**src/rtl/gpio_irq_pkg.sv**
```systemverilog
package gpio_irq_pkg;

  typedef enum logic [2:0] {
    TRIG_FALL = 3'd0,
    TRIG_RISE = 3'd1,
    TRIG_LOW  = 3'd2,
    TRIG_HIGH = 3'd3,
    TRIG_BOTH = 3'd4
  } trig_e;

  localparam int OFS_EN    = 0;
  localparam int OFS_STAT  = 1;
  localparam int OFS_VIEW  = 2;
  localparam int OFS_CLR   = 3;
  localparam int OFS_MSET  = 4;
  localparam int OFS_MCLR  = 5;
  localparam int OFS_OUT   = 6;
  localparam int OFS_IN    = 7;
  localparam int OFS_DIR   = 8;
  localparam int OFS_MODE0 = 9;
  localparam int OFS_MODE1 = 10;
  localparam int OFS_SRST  = 15;

  localparam int SLOT_W    = 4;
  localparam int MODE_W    = 3;
  localparam int SLOTS_PER = 8;

  function automatic logic trig_hit(input logic [MODE_W-1:0] mode,
                                    input logic cur, input logic prev);
    logic hit;
    case (mode)
      TRIG_FALL: hit = prev & ~cur;
      TRIG_RISE: hit = ~prev & cur;
      TRIG_LOW:  hit = ~cur;
      TRIG_HIGH: hit = cur;
      TRIG_BOTH: hit = prev ^ cur;
      default:   hit = 1'b0;
    endcase
    return hit;
  endfunction

endpackage

```
**src/rtl/gpio_sync.sv**
```systemverilog
module gpio_sync #(
  parameter int WIDTH = 16
) (
  input  logic             clk,
  input  logic             rst,
  input  logic [WIDTH-1:0] async_in,
  output logic [WIDTH-1:0] sync_out
);
  logic [WIDTH-1:0] stage1_q;
  logic [WIDTH-1:0] stage2_q;

  always_ff @(posedge clk) begin
    if (rst) begin
      stage1_q <= '0;
      stage2_q <= '0;
    end else begin
      stage1_q <= async_in;
      stage2_q <= stage1_q;
    end
  end

  assign sync_out = stage2_q;
endmodule

```
**src/rtl/gpio_trig_cell.sv**
```systemverilog
module gpio_trig_cell
  import gpio_irq_pkg::*;
(
  input  logic              clk,
  input  logic              rst,
  input  logic              flush,
  input  logic              cur,
  input  logic              prev,
  input  logic [MODE_W-1:0] mode,
  input  logic              enable,
  input  logic              clear,
  output logic              status
);
  logic status_q;
  logic fire;

  assign fire = enable & trig_hit(mode, cur, prev);

  always_ff @(posedge clk) begin
    if (rst || flush)   status_q <= 1'b0;
    else if (fire)      status_q <= 1'b1;
    else if (clear)     status_q <= 1'b0;
  end

  assign status = status_q;
endmodule

```
**src/rtl/gpio_irq_port.sv**
```systemverilog
module gpio_irq_port
  import gpio_irq_pkg::*;
#(
  parameter int NUM_PINS = 16,
  parameter int ADDR_W   = 6,
  parameter int DATA_W   = 32
) (
  input  logic                clk,
  input  logic                rst,
  input  logic [ADDR_W-1:0]   addr,
  input  logic                wr_en,
  input  logic [DATA_W-1:0]   wdata,
  output logic [DATA_W-1:0]   rd_data,
  input  logic [NUM_PINS-1:0] pins_in,
  output logic [NUM_PINS-1:0] pins_out,
  output logic [NUM_PINS-1:0] pins_oe,
  output logic                irq
);
  localparam int WORD_W = ADDR_W - 2;

  logic [WORD_W-1:0]   word;
  logic [NUM_PINS-1:0] wd;
  logic                wr_ok;
  logic                we_en, we_clr, we_mset, we_mclr;
  logic                we_out, we_dir, we_mode0, we_mode1, we_srst;

  logic                srst_q;
  logic [NUM_PINS-1:0] irq_en_q;
  logic [NUM_PINS-1:0] mask_q;
  logic [NUM_PINS-1:0] out_q;
  logic [NUM_PINS-1:0] dir_q;
  logic [MODE_W-1:0]   mode_q [NUM_PINS];
  logic [NUM_PINS-1:0] status;
  logic [NUM_PINS-1:0] sync_cur;
  logic [NUM_PINS-1:0] prev_q;
  logic [NUM_PINS-1:0] pending;
  logic                irq_q;
  logic [DATA_W-1:0]   rd_next;
  logic [DATA_W-1:0]   rd_q;
  logic [DATA_W-1:0]   mode0_word, mode1_word;

  assign word  = addr[ADDR_W-1:2];
  assign wd    = wdata[NUM_PINS-1:0];
  assign wr_ok = wr_en & ~srst_q;

  assign we_en    = wr_ok && (word == WORD_W'(OFS_EN));
  assign we_clr   = wr_ok && (word == WORD_W'(OFS_CLR));
  assign we_mset  = wr_ok && (word == WORD_W'(OFS_MSET));
  assign we_mclr  = wr_ok && (word == WORD_W'(OFS_MCLR));
  assign we_out   = wr_ok && (word == WORD_W'(OFS_OUT));
  assign we_dir   = wr_ok && (word == WORD_W'(OFS_DIR));
  assign we_mode0 = wr_ok && (word == WORD_W'(OFS_MODE0));
  assign we_mode1 = wr_ok && (word == WORD_W'(OFS_MODE1));
  assign we_srst  = wr_en && (word == WORD_W'(OFS_SRST));

  always_ff @(posedge clk) begin
    if (rst)          srst_q <= 1'b0;
    else if (we_srst) srst_q <= wdata[0];
  end

  always_ff @(posedge clk) begin
    if (rst || srst_q) begin
      irq_en_q <= '0;
      mask_q   <= '0;
      out_q    <= '0;
      dir_q    <= '0;
    end else begin
      if (we_en)   irq_en_q <= wd;
      if (we_out)  out_q    <= wd;
      if (we_dir)  dir_q    <= wd;
      if (we_mset) mask_q   <= mask_q | wd;
      if (we_mclr) mask_q   <= mask_q & ~wd;
    end
  end

  always_ff @(posedge clk) begin
    for (int p = 0; p < NUM_PINS; p++) begin
      if (rst || srst_q) begin
        mode_q[p] <= MODE_W'(TRIG_FALL);
      end else if (p < SLOTS_PER) begin
        if (we_mode0) mode_q[p] <= wdata[(p % SLOTS_PER)*SLOT_W +: MODE_W];
      end else begin
        if (we_mode1) mode_q[p] <= wdata[(p % SLOTS_PER)*SLOT_W +: MODE_W];
      end
    end
  end

  gpio_sync #(.WIDTH(NUM_PINS)) u_sync (
    .clk      (clk),
    .rst      (rst),
    .async_in (pins_in),
    .sync_out (sync_cur)
  );

  always_ff @(posedge clk) begin
    if (rst) prev_q <= '0;
    else     prev_q <= sync_cur;
  end

  for (genvar g = 0; g < NUM_PINS; g++) begin : g_pin
    gpio_trig_cell u_cell (
      .clk    (clk),
      .rst    (rst),
      .flush  (srst_q),
      .cur    (sync_cur[g]),
      .prev   (prev_q[g]),
      .mode   (mode_q[g]),
      .enable (irq_en_q[g]),
      .clear  (we_clr & wd[g]),
      .status (status[g])
    );
  end

  assign pending = status & irq_en_q & ~mask_q;

  always_ff @(posedge clk) begin
    if (rst) irq_q <= 1'b0;
    else     irq_q <= |pending;
  end

  always_comb begin
    mode0_word = '0;
    mode1_word = '0;
    for (int p = 0; p < NUM_PINS; p++) begin
      if (p < SLOTS_PER) mode0_word[(p % SLOTS_PER)*SLOT_W +: MODE_W] = mode_q[p];
      else               mode1_word[(p % SLOTS_PER)*SLOT_W +: MODE_W] = mode_q[p];
    end
  end

  always_comb begin
    rd_next = '0;
    case (word)
      WORD_W'(OFS_EN):    rd_next = DATA_W'(irq_en_q);
      WORD_W'(OFS_STAT):  rd_next = DATA_W'(status);
      WORD_W'(OFS_VIEW):  rd_next = DATA_W'(pending);
      WORD_W'(OFS_MSET):  rd_next = DATA_W'(mask_q);
      WORD_W'(OFS_OUT):   rd_next = DATA_W'(out_q);
      WORD_W'(OFS_IN):    rd_next = DATA_W'(sync_cur);
      WORD_W'(OFS_DIR):   rd_next = DATA_W'(dir_q);
      WORD_W'(OFS_MODE0): rd_next = mode0_word;
      WORD_W'(OFS_MODE1): rd_next = mode1_word;
      default:            rd_next = '0;
    endcase
  end

  always_ff @(posedge clk) begin
    if (rst) rd_q <= '0;
    else     rd_q <= rd_next;
  end

  assign rd_data  = rd_q;
  assign pins_out = out_q;
  assign pins_oe  = dir_q;
  assign irq      = irq_q;
endmodule

```
**config.mk**
```make
export PLATFORM = sky130hd
export DESIGN_NAME = gpio_irq_port
export DESIGN_NICKNAME = d
export VERILOG_FILES = /design/src/rtl/gpio_irq_pkg.sv /design/src/rtl/gpio_sync.sv /design/src/rtl/gpio_trig_cell.sv /design/src/rtl/gpio_irq_port.sv
export SDC_FILE = /design/constraint.sdc
export NUM_CORES = 1
export LEC_CHECK = 0
export ABC_AREA = 1
export BUFFER_PORTS_ARGS = -buffer_cell sky130_fd_sc_hd__buf_2
export CORE_UTILIZATION = 58
export DETAILED_ROUTE_END_ITERATION = 10
export HOLD_SLACK_MARGIN = 0.08
export PLACE_DENSITY = 0.77
export SLEW_MARGIN = 20
export SYNTH_ARGS = -nofsm -noshare
export SYNTH_HDL_FRONTEND = slang
export SYNTH_SLANG_ARGS = --single-unit
```
**constraint.sdc**
```tcl
create_clock -name clk -period 4.8 [get_ports clk]
set_clock_uncertainty 0.2 [all_clocks]
set_input_delay 0.96 -clock clk [delete_from_list [all_inputs] [get_ports clk]]
set_output_delay 0.96 -clock clk [all_outputs]
set_load 0.1 [all_outputs]
```
Word level (Yosys, flattened, before mapping). Memory sizes are Yosys's and may differ from the RTL's. Cells that the tools add are included.

Logic and storage cells: 358. Output and inout bits: 65. Memory bits (writable): 48. ROM bits: 0. Latch bits: 0. Memories: 1. Flip-flop bits (word level): 162. Bits of input ports: 57.

Eq/ne operators: 75. Multipliers: 0. Div/mod/pow operators: 0. Reduce and logical (&&, ||, !) cells: 45. Bitwise gates (word level): 136. Shifts and indexed selects: 0. $lt $le $gt $ge: 0. Multiplexer cells: 75. Add/subtract/negate cells: 0.

Memories: mode_q (depth 16, bits a word 3, read ports 16, clocked after Yosys merged registers in 0, write ports 16, RTL line gpio_irq_port.sv:32) `logic [MODE_W-1:0] mode_q [NUM_PINS];`.

Operators by type and width (count): case mux 31 bit (9 select lines) (1); equality test 3 x 2 -> 1 bit, second input constant (32); case mux 1 bit (5 select lines) (16); bitwise AND 1 bit (65); bitwise AND 16 bit (3); equality test 3 x 1 -> 1 bit, second input constant (16); equality test 3 bit, second input constant (16); logical NOT 3 bit (16); 2-to-1 mux 3 bit (16); 2-to-1 mux 1 bit (40); nonzero test 2 bit (17); inverter 1 bit (33); 2-to-1 mux 16 bit (2); inverter 16 bit (2); equality test 4 x 3 -> 1 bit, second input constant (4); equality test 4 bit, second input constant (4); OR 1 bit (16); OR 16 bit (1); OR reduction 16 bit (1); XOR 1 bit (16); logical AND 1 bit (9); equality test 4 x 2 -> 1 bit, second input constant (2); equality test 4 x 1 -> 1 bit, second input constant (1); logical NOT 4 bit (1); logical OR 1 bit (1).

Longest topological paths before layout. Gate-level depths: netlist of the first run.

Depth in word-level cells: 7. Mapped depth: 10. Depth with buffers taken out: 10.

Hierarchy. A second synthesis of the first run with hierarchy kept.

Cells, all modules: 1450. Area total of the unflattened synthesis: 10261.1 um^2.

Modules (own cells, without submodules): gpio_irq_port (cells each 935, instances 1, area each 7064.3 um^2, sequential area each 3643.5 um^2); gpio_trig_cell (cells each 26, instances 16, area each 142.6 um^2, sequential area each 20.0 um^2); gpio_sync (cells each 99, instances 1, area each 914.6 um^2, sequential area each 640.6 um^2).

Least setup slack after synthesis of the first run. No wires, ideal clock.

Kind: input to register. From: input addr[4]. To: memory mode_q[8][0], in the netlist mode_q[1][0], enable pin. Slack: 928 ps. Required time: 4162 ps. Library setup time: 438 ps. Path buffers: 1. Arrival time: 3234 ps. Stages: 6. Cell sequence: inv_1 > nand2_1 > inv_2 > nand2_1 > buf_2 > o21ai_0.

RTL lines: from (decl) (RTL line gpio_irq_port.sv:10) `input logic [ADDR_W-1:0] addr,`; to (decl) (RTL line gpio_irq_port.sv:32).

Worst setup path after layout of the first run.
From: input addr[3]. To: register irq_en_q[15].

Word-level cells in the longest chain between the ends: 2.

RTL lines: logical NOT 4 bit (RTL line gpio_irq_port.sv:46) `assign we_en = wr_ok && (word == WORD_W'(OFS_EN));`; logical AND 1 bit (RTL line gpio_irq_port.sv:46); to (signal assigned) (RTL line gpio_irq_port.sv:68) `if (we_en) irq_en_q <= wd;`; to (decl) (RTL line gpio_irq_port.sv:28) `logic [NUM_PINS-1:0] irq_en_q;`.

No other way between the ends. A chain may end at the register's enable or synchronous reset.

==> results of run 1 <==
[flip-flops by register name, indices dropped and copies added (netlist names), named ones only]
| signal | cells |
|---|---|
| rd_data | 28 |
| pins_oe | 16 |
| pins_out | 16 |
| srst_q | 1 |
| prev_q | 16 |
| g_pin.u_cell.status | 16 |
| mode_q | 48 |
| u_sync.stage1_q | 16 |
| irq_en_q | 16 |
| irq | 1 |
| u_sync.sync_out | 16 |
[where the power goes]
part / internal [W] / switching (W)
sequential: 0.00182 / 0.0000384
clock: 0.00108 / 0.000667
combinational: 0.0000782 / 0.000246
[critical path: cells and delay by family]
| kind | cells | cell delay [ns] |
|---|---|---|
| buffers and inverters | 2 | 0.48 |
| AO/OA/AOI/OAI | 2 | 0.28 |
| AND/OR/NAND/NOR | 3 | 1.40 |
[cell usage after synthesis, types with 3 or more instances]
cell type and count:
ha_1 32, nand2_1 276, nor2_2 7, nand3_1 125
clkbuf_1 26, nand4_1 3, inv_2 3, buf_1 3
nor3_1 6, dfxtp_1 158, o21ai_0 73, o21ai_1 4
nor2_1 192, nand3b_1 5, buf_4 5, inv_1 194
edfxtp_1 48, buf_2 16, a21oi_1 110
[area by class of cell]
cell class,instances,area (µm²)
Tap cell,216,270
Clock buffer,36,727
Clock inverter,2,37.5
Multi-Input combinational cell,841,3910
Sequential cell,206,4600
Inverter,198,743
Timing Repair Buffer,128,683
Fill cell,1341,4910
[per-stage QoR]
step | power (W) | util (%)
6_report | 0.00394 | 69.1
5_1_grt | 0.00406 | 69.1
4_1_cts | 0.00395 | 69.0
3_5_place_dp | 0.00222 | 64.2
3_3_place_gp | 0.00221 | 64.2
2_1_floorplan | 0.00211 | -
[per-layer routing]
| metal | vias to the layer above | global-route usage, % | wire length [µm] |
|---|---|---|---|
| li1 | 4279 | - | - |
| met2 | 397 | 50.8 | 11800 |
| met4 | 0 | 17.8 | 1300 |
| met3 | 93 | 3.77 | 1980 |
| met5 | - | 0 | 0 |
| met1 | 3973 | 37.9 | 10100 |
[logic make-up (layout without fill, tap and decap cells)]
logic type | count (synthesis) | count (layout) | share of synthesized area (%)
AOI/OAI and AO/OA | 190 | 190 | 10.1
other | 1 | 4 | 0.0396
adders and majority gates | 32 | 32 | 4.23
and+or+nand+nor | 615 | 615 | 26.7
DFF | 206 | 206 | 48.7
buffers and inverters | 249 | 364 | 10.3
[worst max-delay path by stage]
stage | startpoint | end | slack (ns) | cells after the start
after floorplan | addr[4] | mode_q[1][0] | 0.93 | 6
after global placement | addr[3] | irq_en_q[1] | 1.65 | 7
after detailed placement | addr[3] | irq_en_q[13] | 1.61 | 7
after CTS | addr[3] | irq_en_q[13] | 2.02 | 7
after global routing | addr[3] | irq_en_q[2] | 1.84 | 7
final | addr[3] | irq_en_q[15] | 1.90 | 7
==> key figures, run 1 <==
Setup path
  • Slowest cell on crit path: nor2_2
  • CP Capture Type: flip-flop
  • CP Class: in2reg
  • Worst Reg-to-Reg Cells: 6
  • WP data arrival: 3.13 ns
  • Critical Path, Cell by Cell: buf_2, nor2_2, nand2_1, nor2_2, buf_4, o21ai_0, a21oi_1
  • Most used cell, CP: nor2_2
  • Required time of the critical path: 5.04 ns
  • Critical path launch point type: input pin
  • FF-to-FF setup slack: 2.29 ns
  • Worst path max stage delay: 0.64 ns
  • Crit Reg-Reg Startpoint: srst_q
  • CP max FO: 20

STA
  • Tmin final: 2.90 ns
  • Fin crit share: 60.4%
  • Fin. Hold Viols: 0
  • Fmax: 345 MHz
  • WHS: 0.199 ns
  • Final Max Tran Viols: 0
  • Slew headroom: 41.0%
  • Worst slew pin tran: 0.885 ns
  • Post-route setup slack: 1.90 ns
  • Setup TNS: 0 ns
  • RSZ-0062 raised after global routing: no
  • Setup-failing EPs final: 0

Global route
  • Grt total ovfl: 0
  • Vias in the first global route: 7983
  • First-pass GRT wire length: 39200 µm
  • Pin count of the biggest net entering global routing: 79
  • GRT Overall Usage: 30.3%
  • Initial antenna violation count: 0

Route
  • WL/cell: 15.4 µm
  • DR iter-0 viols: 820
  • 1st-pass router iterations: 5
  • Final WL: 25100 µm
  • Vias per cell: 5.37
  • DR vias: 8742
  • DRT antenna net count: 0
  • Drt drc: 0

CTS
  • CTS tree: done
  • Resized cells post-CTS: 0
  • Post-CTS Setup Repair Bufs: 0
  • TritonCTS Sinks: 206
  • Root Driver: clkbuf_16
  • Clock-pin slew on the worst setup and hold paths: 0.06 ns
  • Clk Latency, worst-skew pair: 0.50 ns
  • # hold bufs at CTS: 0
  • H-tree Lvls: 1
  • Worst-case clock buffer depth: 3
  • Number of CTS-inserted buffers: 22

Cells and area
  • Ant. Diodes: 0
  • Most common cell after layout, fill and taps aside: nand2_1
  • Most frequent cells in the layout: 276 x nand2_1, 194 x inv_1, 190 x nor2_1, 158 x dfxtp_1, 125 x nand3_1
  • Fin nets: 1486
  • Final Non-Filler Cells: 1627
  • Final Instance Area: 11000 µm²
  • Area added between synthesis and finish: 15.9%
  • Layout cells sized above 1: 12.4%

Synthesis
  • Post-Syn Area: 9460 µm²
  • Ranking of synthesized cells by area: dfxtp_1 33%, edfxtp_1 15%, nand2_1 11%
  • Cell taking the most area after synthesis: dfxtp_1
  • Top FF cell, synth: dfxtp_1
  • Post-synthesis register bit count: 206
  • Cells after Synth: 1293
  • EDFF count, synth: 48
  • Yosys top cell area share: 33.4%
  • Number of warnings issued by yosys: 0
  • Ys async rst share: 0%
  • Seq/Total Area, Yosys: 48.7%
  • Syn Area/Cell: 7.32 µm²
  • Library cells used by synthesis: 25

Power
  • VDD IR max: 0.301 mV
  • Pleak: 4.91 nW
  • Pwr per Cell Area: 359 nW/µm²

Die
  • Die footprint: 16800 µm²
  • Initial Utilization: 59.6%
  • Die X: 130 µm
  • Rows: 46
  • I/O pin count: 122
  • Die height: 130 µm
  • Core Region: 15900 µm²

Placed design
  • Setup WS pre-CTS: 1.61 ns
  • Placed insts: 1589
  • Post-DP Area: 10200 µm²
  • Final RePlAce weighted congestion: 0.928
  • Port-buffer cells: 111
  • Post-DP HPWL: 17400 µm

Run
  • Max Cap Violations: 0

Status
  • Status: finished, final reports clean

Min path
  • Hold_sp: u_sync.stage1_q[8]
  • Hold Path End: u_sync.sync_out[8]
  • HP Class: reg2reg
  • Hold Path Stages: 2
Note: power is estimated with default switching activity, not from simulation.
==> run 2, diff against run 1 <==
--- a/config.mk
+++ b/config.mk
@@ -5,7 +5,7 @@
 export SDC_FILE = /design/constraint.sdc
 export NUM_CORES = 1
 export LEC_CHECK = 0
-export ABC_AREA = 1
+export ABC_AREA = 0
 export BUFFER_PORTS_ARGS = -buffer_cell sky130_fd_sc_hd__buf_2
 export CORE_UTILIZATION = 58
 export DETAILED_ROUTE_END_ITERATION = 10
==> constraint.sdc (replaced) <==
create_clock -name clk -period 2.7 [get_ports clk]
set_clock_uncertainty 0.2 [all_clocks]
set_input_delay 0.54 -clock clk [delete_from_list [all_inputs] [get_ports clk]]
set_output_delay 0.54 -clock clk [all_outputs]
set_load 0.1 [all_outputs]
==> key figures, run 2 <==
Synthesis
  • Post-synthesis register bit count: 206 (unchanged)
  • Synth cell count leaders: 158 x dfxtp_1, 122 x nand2_1, 78 x a21oi_1, 55 x inv_1, 48 x edfxtp_1 (was 276 x nand2_1, 194 x inv_1, 192 x nor2_1, 158 x dfxtp_1, 125 x nand3_1)
  • Syn Area/Cell: 9.37 µm² (was 7.32 µm²)
  • EDFF count, synth: 48 (unchanged)
  • Largest family of logic cells by synthesized area: simple AND/OR/NAND/NOR gates (unchanged)
  • Ranking of synthesized cells by area: dfxtp_1 33%, edfxtp_1 15%, nand2_1 4.8% (was dfxtp_1 33%, edfxtp_1 15%, nand2_1 11%)
  • Mux cell area share after synthesis: 3.80% (was 0%)
  • Library cells used by synthesis: 59 (was 25)
  • Synth Area in Simple Gates: 21.2% (was 26.7%)
  • Number of warnings issued by yosys: 0 (unchanged)
  • Cells after Synth: 1021 (was 1293)
  • Adder-Cell Fraction of Synth Area: 4.18% (was 4.23%)
  • Count leader, synth: dfxtp_1 (was nand2_1)
  • Post-synthesis compound-gate area fraction: 15.6% (was 10.1%)
  • Cell taking the most area after synthesis: dfxtp_1 (unchanged)
  • Ys async rst share: 0% (unchanged)
  • Top FF cell, synth: dfxtp_1 (unchanged)
  • Seq/Total Area, Yosys: 48.1% (was 48.7%)
  • Xor/xnor cell area share of the yosys netlist: 1.28% (was 0%)
  • Yosys top cell area share: 33.0% (was 33.4%)
  • Post-Syn Area: 9570 µm² (was 9460 µm²)

Run
  • Max Cap Violations: 0 (unchanged)

Placed design
  • Post-DP Area: 10500 µm² (was 10200 µm²)
  • Port-buffer cells: 111 (unchanged)
  • Post-DP HPWL: 19900 µm (was 17400 µm)
  • Final RePlAce weighted congestion: 0.940 (was 0.928)

Cells and area
  • Fin nets: 1241 (was 1486)
  • Final Instance Area: 11300 µm² (was 11000 µm²)
  • Most frequent cells in the layout: 158 x dfxtp_1, 122 x nand2_1, 111 x buf_2, 78 x a21oi_1, 55 x inv_1 (was 276 x nand2_1, 194 x inv_1, 190 x nor2_1, 158 x dfxtp_1, 125 x nand3_1)
  • Most common cell after layout, fill and taps aside: dfxtp_1 (was nand2_1)
  • Most flops, register: mode_q (unchanged)
  • Ant. Diodes: 0 (unchanged)
  • Area added between synthesis and finish: 18.4% (was 15.9%)
  • FILL cells: 1283 (was 1341)
  • Max reg flops: 48 (unchanged)
  • Layout cells sized above 1: 18.6% (was 12.4%)

Die
  • I/O pin count: 122 (unchanged)
  • Initial Utilization: 59.8% (was 59.6%)
  • Die height: 130 µm (about the same)
  • Core Region: 16000 µm² (was 15900 µm²)
  • Die X: 130 µm (about the same)
  • Rows: 46 (unchanged)
  • Die footprint: 17000 µm² (was 16800 µm²)

Min path
  • HP Class: in2reg (was reg2reg)
  • Hold_sp: wdata[11] (was u_sync.stage1_q[8])
  • Hold Path Stages: 2 (unchanged)

Setup path
  • Required time of the critical path: 1.96 ns (was 5.04 ns)
  • Worst Reg-to-Reg Cells: 6 (unchanged)
  • FF-to-FF setup slack: 0.74 ns (was 2.29 ns)
  • CP Capture Type: primary output (was flip-flop)
  • FF-to-FF End: g_pin[5].u_cell.status
  • Critical path launch point type: flip-flop (was input pin)
  • Worst path max stage delay: 0.46 ns (was 0.64 ns)
  • Slowest cell on crit path: buf_2 (was nor2_2)
  • WP data arrival: 1.38 ns (was 3.13 ns)
  • Critical Path, Cell by Cell: buf_2 (was buf_2, nor2_2, nand2_1, nor2_2, buf_4, o21ai_0, a21oi_1)
  • CP Class: reg2out (was in2reg)
  • Crit Reg-Reg Startpoint: u_sync.sync_out[5] (was srst_q)
  • Delay-heaviest family, CP: buffers and inverters (was simple AND/OR/NAND/NOR gates)
  • CP Buf/Inv Count: 1 (was 2)
  • CP max FO: 3 (was 20)

CTS
  • Clk Latency, worst-skew pair: 0.51 ns (was 0.50 ns)
  • Number of CTS-inserted buffers: 23 (was 22)
  • Post-CTS Setup Repair Bufs: 0 (unchanged)
  • Worst-case clock buffer depth: 3 (unchanged)
  • CTS tree: done (unchanged)
  • Root Driver: clkbuf_16 (unchanged)
  • TritonCTS Sinks: 206 (unchanged)
  • H-tree Lvls: 1 (unchanged)
  • Clock-pin slew on the worst setup and hold paths: 0.06 ns (about the same)

Route
  • DRT antenna net count: 0 (unchanged)
  • Final WL: 28600 µm (was 25100 µm)
  • DR iter-0 viols: 908 (was 820)
  • 1st-pass router iterations: 8 (was 5)
  • Drt drc: 0 (unchanged)
  • Vias per cell: 6.07 (was 5.37)
  • WL/cell: 20.6 µm (was 15.4 µm)
  • DR vias: 8389 (was 8742)

STA
  • Fmax: 472 MHz
  • Fin crit share: 78.4%
  • Setup TNS: 0 ns (unchanged)
  • RSZ-0062 raised after global routing: no (unchanged)
  • Fin. Hold Viols: 0 (unchanged)
  • Tmin final: 2.12 ns
  • Slew headroom: 40.8% (was 41.0%)
  • Setup-failing EPs final: 0 (unchanged)
  • Worst slew pin tran: 0.887 ns (was 0.885 ns)
  • Final Max Tran Viols: 0 (unchanged)

Power
  • Pleak: 4.36 nW (was 4.91 nW)
  • Total power draw: 0.00688 W (was 0.00394 W)
  • VDD IR max: 0.487 mV (was 0.301 mV)
  • Pwr per Cell Area: 607 nW/µm² (was 359 nW/µm²)

Global route
  • Pin count of the biggest net entering global routing: 80 (was 79)
  • Initial antenna violation count: 1 (was 0)
  • First-pass GRT wire length: 42500 µm (was 39200 µm)
  • Grt total ovfl: 0 (unchanged)
  • Vias in the first global route: 7731 (was 7983)
  • GRT Overall Usage: 33.5% (was 30.3%)

Status
  • Status: finished, final reports clean (unchanged)
==> run 2: cell types whose count changed after synthesis, sizes merged, moves of 25 or more <==
cell,previous run,this run
nor2b,0,40
a21oi,110,78
nor2,200,45
o21ai,77,30
nand3,125,6
nor4,0,25
and2,0,28
inv,197,55
nor3,6,33
nand2,276,122
==> run 2: routing by layer <==
layer / up-vias / global-route usage, % / share of wire [%] / wire (µm)
met3: 95 / 6.07 / 8.5 / 2440
met4: 4 / 17.6 / 5.1 / 1460
met2: 435 / 53.9 / 46 / 13200
li1: 3892 / - / - / -
met5: - / 2.94 / 0.26 / 73
met1: 3963 / 43.0 / 40 / 11400
==> run 2: logic make-up after synthesis <==
family | Yosys count
buffers and inverters | 127
AOI/OAI and AO/OA | 228
adders and majority gates | 32
and+or+nand+nor | 378
muxes | 35
xor gates and xnor gates | 14
DFF | 206
other | 1
==> run 2: area by class of cell <==
class                   instances  area [µm²]  share of cell area [%]
flip-flops and latches        206        4600                    40.6
multi-input cells             691        4430                    39.1
repair buffers                175        1120                    9.91
clock buffers                  31         658                    5.81
well taps                     216         270                    2.38
inverters                      55         206                    1.82
clock inverters                 9        46.3                   0.408
==> run 2: per-stage QoR <==
step	cells	utilization, %	hold slack [ns]	worst slack, ns
CTS	1383	70.8	0.0989	0.586
global route	1383	70.8	0.106	0.556
detailed placement	1328	65.5	0.221	0.306
global placement	1328	65.5	0.217	0.316
finish	1383	70.8	0.105	0.583
floorplan	1024	-	0.214	0.180
==> run 2: repair_timing <==
| item | 4_1_cts | 5_1_grt |
|---|---|---|
| resized for setup | 0 | 0 |
| hold endpoints to repair | 15 | 0 |
| hold buffers | 15 | 0 |
==> run 2: power by group <==
part | leakage, nW | internal (W) | switching, W
registers | 1.78 | 0.00323 | 0.0000848
clock network | 0.357 | 0.00171 | 0.00123
logic | 2.21 | 0.000203 | 0.000418
==> run 2: how the worst max path moves through the flow <==
| stage | from | to | slack, ns | depth (start not counted) |
|---|---|---|---|---|
| 2_1_floorplan | addr[2] | mode_q[1][0] | 0.18 | 5 |
| 3_3_place_gp | addr[2] | rd_data[5] | 0.32 | 6 |
| 3_5_place_dp | addr[2] | rd_data[5] | 0.31 | 6 |
| 4_1_cts | pins_out[10] | pins_out[10] | 0.59 | 1 |
| 5_1_grt | pins_oe[2] | pins_oe[2] | 0.56 | 1 |
| 6_report | pins_out[10] | pins_out[10] | 0.58 | 1 |
==> run 3, diff against run 2 <==
==> constraint.sdc (replaced) <==
create_clock -name clk -period 2.1 [get_ports clk]
set_clock_uncertainty 0.2 [all_clocks]
set_input_delay 0.42 -clock clk [delete_from_list [all_inputs] [get_ports clk]]
set_output_delay 0.42 -clock clk [all_outputs]
set_load 0.1 [all_outputs]
==> key figures, run 3 (synthesized netlist as in run 2, its figures left out) <==
Route
  • Drt drc: 0 (unchanged)
  • WL/cell: 20.0 µm (was 20.6 µm)
  • Vias per cell: 6.01 (was 6.07)
  • DR iter-0 viols: 907 (was 908)
  • DRT antenna net count: 0 (unchanged)
  • 1st-pass router iterations: 6 (was 8)
  • DR vias: 8705 (was 8389)
  • Final WL: 29000 µm (was 28600 µm)

Setup path
  • CP Capture Type: primary output (unchanged)
  • CP max FO: 3 (unchanged)
  • Critical Path, Cell by Cell: buf_2 (unchanged)
  • CP Buf/Inv Count: 1 (unchanged)
  • Critical Path Sink: pins_oe[2] (was pins_out[10])
  • CP startpoint: pins_oe[2] (was pins_out[10])
  • Delay-heaviest family, CP: buffers and inverters (unchanged)
  • FF-to-FF setup slack: 0.18 ns (was 0.74 ns)
  • Critical path launch point type: flip-flop (unchanged)
  • Crit Reg-Reg Startpoint: u_sync.sync_out[15] (was u_sync.sync_out[5])
  • Levels on crit path: 1 (unchanged)
  • Required time of the critical path: 1.48 ns (was 1.96 ns)
  • Worst Reg-to-Reg Cells: 5 (was 6)
  • FF-to-FF End: g_pin[15].u_cell.status (was g_pin[5].u_cell.status)
  • WP data arrival: 1.38 ns (about the same)
  • Slowest cell on crit path: buf_2 (unchanged)
  • CP Class: reg2out (unchanged)
  • Worst path max stage delay: 0.46 ns (about the same)

Die
  • Die X: 130 µm (unchanged)
  • Die height: 130 µm (unchanged)
  • Initial Utilization: 59.8% (unchanged)
  • Rows: 46 (unchanged)
  • I/O pin count: 122 (unchanged)
  • Core Region: 16000 µm² (unchanged)
  • Die footprint: 17000 µm² (unchanged)

Global route
  • Vias in the first global route: 8007 (was 7731)
  • GRT Overall Usage: 34.3% (was 33.5%)
  • Initial antenna violation count: 0 (was 1)
  • Pin count of the biggest net entering global routing: 66 (was 80)
  • First-pass GRT wire length: 44100 µm (was 42500 µm)
  • Grt total ovfl: 0 (unchanged)

CTS
  • Number of CTS-inserted buffers: 22 (was 23)
  • Clock-pin slew on the worst setup and hold paths: 0.06 ns (about the same)
  • Root Driver: clkbuf_16 (unchanged)
  • TritonCTS Sinks: 206 (unchanged)
  • Resized cells post-CTS: 0 (unchanged)
  • Clk Latency, worst-skew pair: 0.51 ns (about the same)
  • CTS tree: done (unchanged)
  • Worst-case clock buffer depth: 3 (unchanged)
  • Post-CTS Setup Repair Bufs: 0 (unchanged)
  • # hold bufs at CTS: 45 (was 15)
  • H-tree Lvls: 1 (unchanged)

Power
  • Pleak: 4.69 nW (was 4.36 nW)
  • Pwr per Cell Area: 749 nW/µm² (was 607 nW/µm²)
  • VDD IR max: 0.649 mV (was 0.487 mV)

Cells and area
  • Most frequent cells in the layout: 158 x dfxtp_1, 121 x nand2_1, 111 x buf_2, 78 x a21oi_1, 74 x buf_4 (was 158 x dfxtp_1, 122 x nand2_1, 111 x buf_2, 78 x a21oi_1, 55 x inv_1)
  • Ant. Diodes: 0 (unchanged)
  • Fin util: 75.0% (was 70.8%)
  • Final Non-Filler Cells: 1448 (was 1383)
  • Area added between synthesis and finish: 25.5% (was 18.4%)
  • Layout cells sized above 1: 20.6% (was 18.6%)
  • Most flops, register: mode_q (unchanged)
  • Fin nets: 1305 (was 1241)
  • Max reg flops: 48 (unchanged)
  • Most common cell after layout, fill and taps aside: dfxtp_1 (unchanged)

Placed design
  • Setup WS pre-CTS: -0.00858 ns (was 0.306 ns)
  • Post-DP HPWL: 20700 µm (was 19900 µm)
  • Placed insts: 1363 (was 1328)
  • Port-buffer cells: 111 (unchanged)
  • Final RePlAce weighted congestion: 0.956 (was 0.940)

STA
  • Fmax: 500 MHz
  • Setup TNS: 0 ns (unchanged)
  • RSZ-0062 raised after global routing: no (unchanged)
  • Slew headroom: 60.6% (was 40.8%)
  • Tmin final: 2.00 ns
  • Fin crit share: 95.3%
  • Post-route setup slack: 0.0986 ns (was 0.583 ns)
  • Fin. Hold Viols: 0 (unchanged)
  • Final Max Tran Viols: 0 (unchanged)
  • Setup-failing EPs final: 0 (unchanged)
  • Worst slew pin tran: 0.590 ns (was 0.887 ns)

Run
  • Max Cap Violations: 0 (unchanged)

Min path
  • HP Class: in2reg (unchanged)

Status
  • Status: finished, final reports clean (unchanged)
==> run 3: changes by cell type in the layout (fill, tap and decap cells not counted), sizes merged <==
cell         change
dlygate4sd3     +30
inv              +1
clkbuf           -2
bufinv           +1
buf             +35
==> run 3: through the flow <==
| step | total power [W] | area (µm²) | hold WS [ns] |
|---|---|---|---|
| after floorplan | 0.00481 | 9610 | 0.214 |
| after global placement | 0.00514 | 10800 | 0.218 |
| after detailed placement | 0.00516 | 10800 | 0.220 |
| after CTS | 0.00899 | 12000 | 0.159 |
| after global routing | 0.00924 | 12000 | 0.194 |
| final | 0.00900 | 12000 | 0.171 |
==> run 3: worst min path at each step <==
stage / start / to / slack, ns / cells after the start
after detailed placement: u_sync.stage1_q[2] / u_sync.sync_out[2] / 0.22 / 1
after floorplan: u_sync.stage1_q[0] / u_sync.sync_out[0] / 0.21 / 1
after CTS: addr[4] / srst_q / 0.16 / 4
after global placement: u_sync.stage1_q[1] / u_sync.sync_out[1] / 0.22 / 1
after global routing: addr[4] / srst_q / 0.19 / 4
final: addr[4] / srst_q / 0.17 / 4
==> run 3: routing by layer <==
| layer | vias up | share of wire [%] | GRT usage [%] |
|---|---|---|---|
| met2 | 457 | 47 | 56.1 |
| met1 | 4135 | 41 | 45.7 |
| li1 | 4025 | - | - |
| met5 | - | 0 | 0 |
| met3 | 88 | 7.4 | 4.40 |
| met4 | 0 | 4.5 | 15.5 |
==> run 3: layout make-up <==
cell class | instances | area [µm²]
flip-flops and latches | 206 | 4600
multi-input cells | 691 | 4450
fillers | 1179 | 3990
repair buffers | 240 | 1760
clock buffers | 29 | 628
well taps | 216 | 270
inverters | 55 | 206
clock inverters | 11 | 87.6
==> run 3: where the power goes <==
part | internal (W) | total (W) | switching, W | leakage [nW]
clock network | 0.00224 | 0.00384 | 0.00160 | 0.358
logic | 0.000343 | 0.000898 | 0.000554 | 2.54
registers | 0.00415 | 0.00426 | 0.000108 | 1.78
==> run 3: worst min-delay path: stages <==
cell and delay [ns]:
buf_2 0.17, nand3_1 0.10, mux2i_1 0.07, nor2_1 0.08
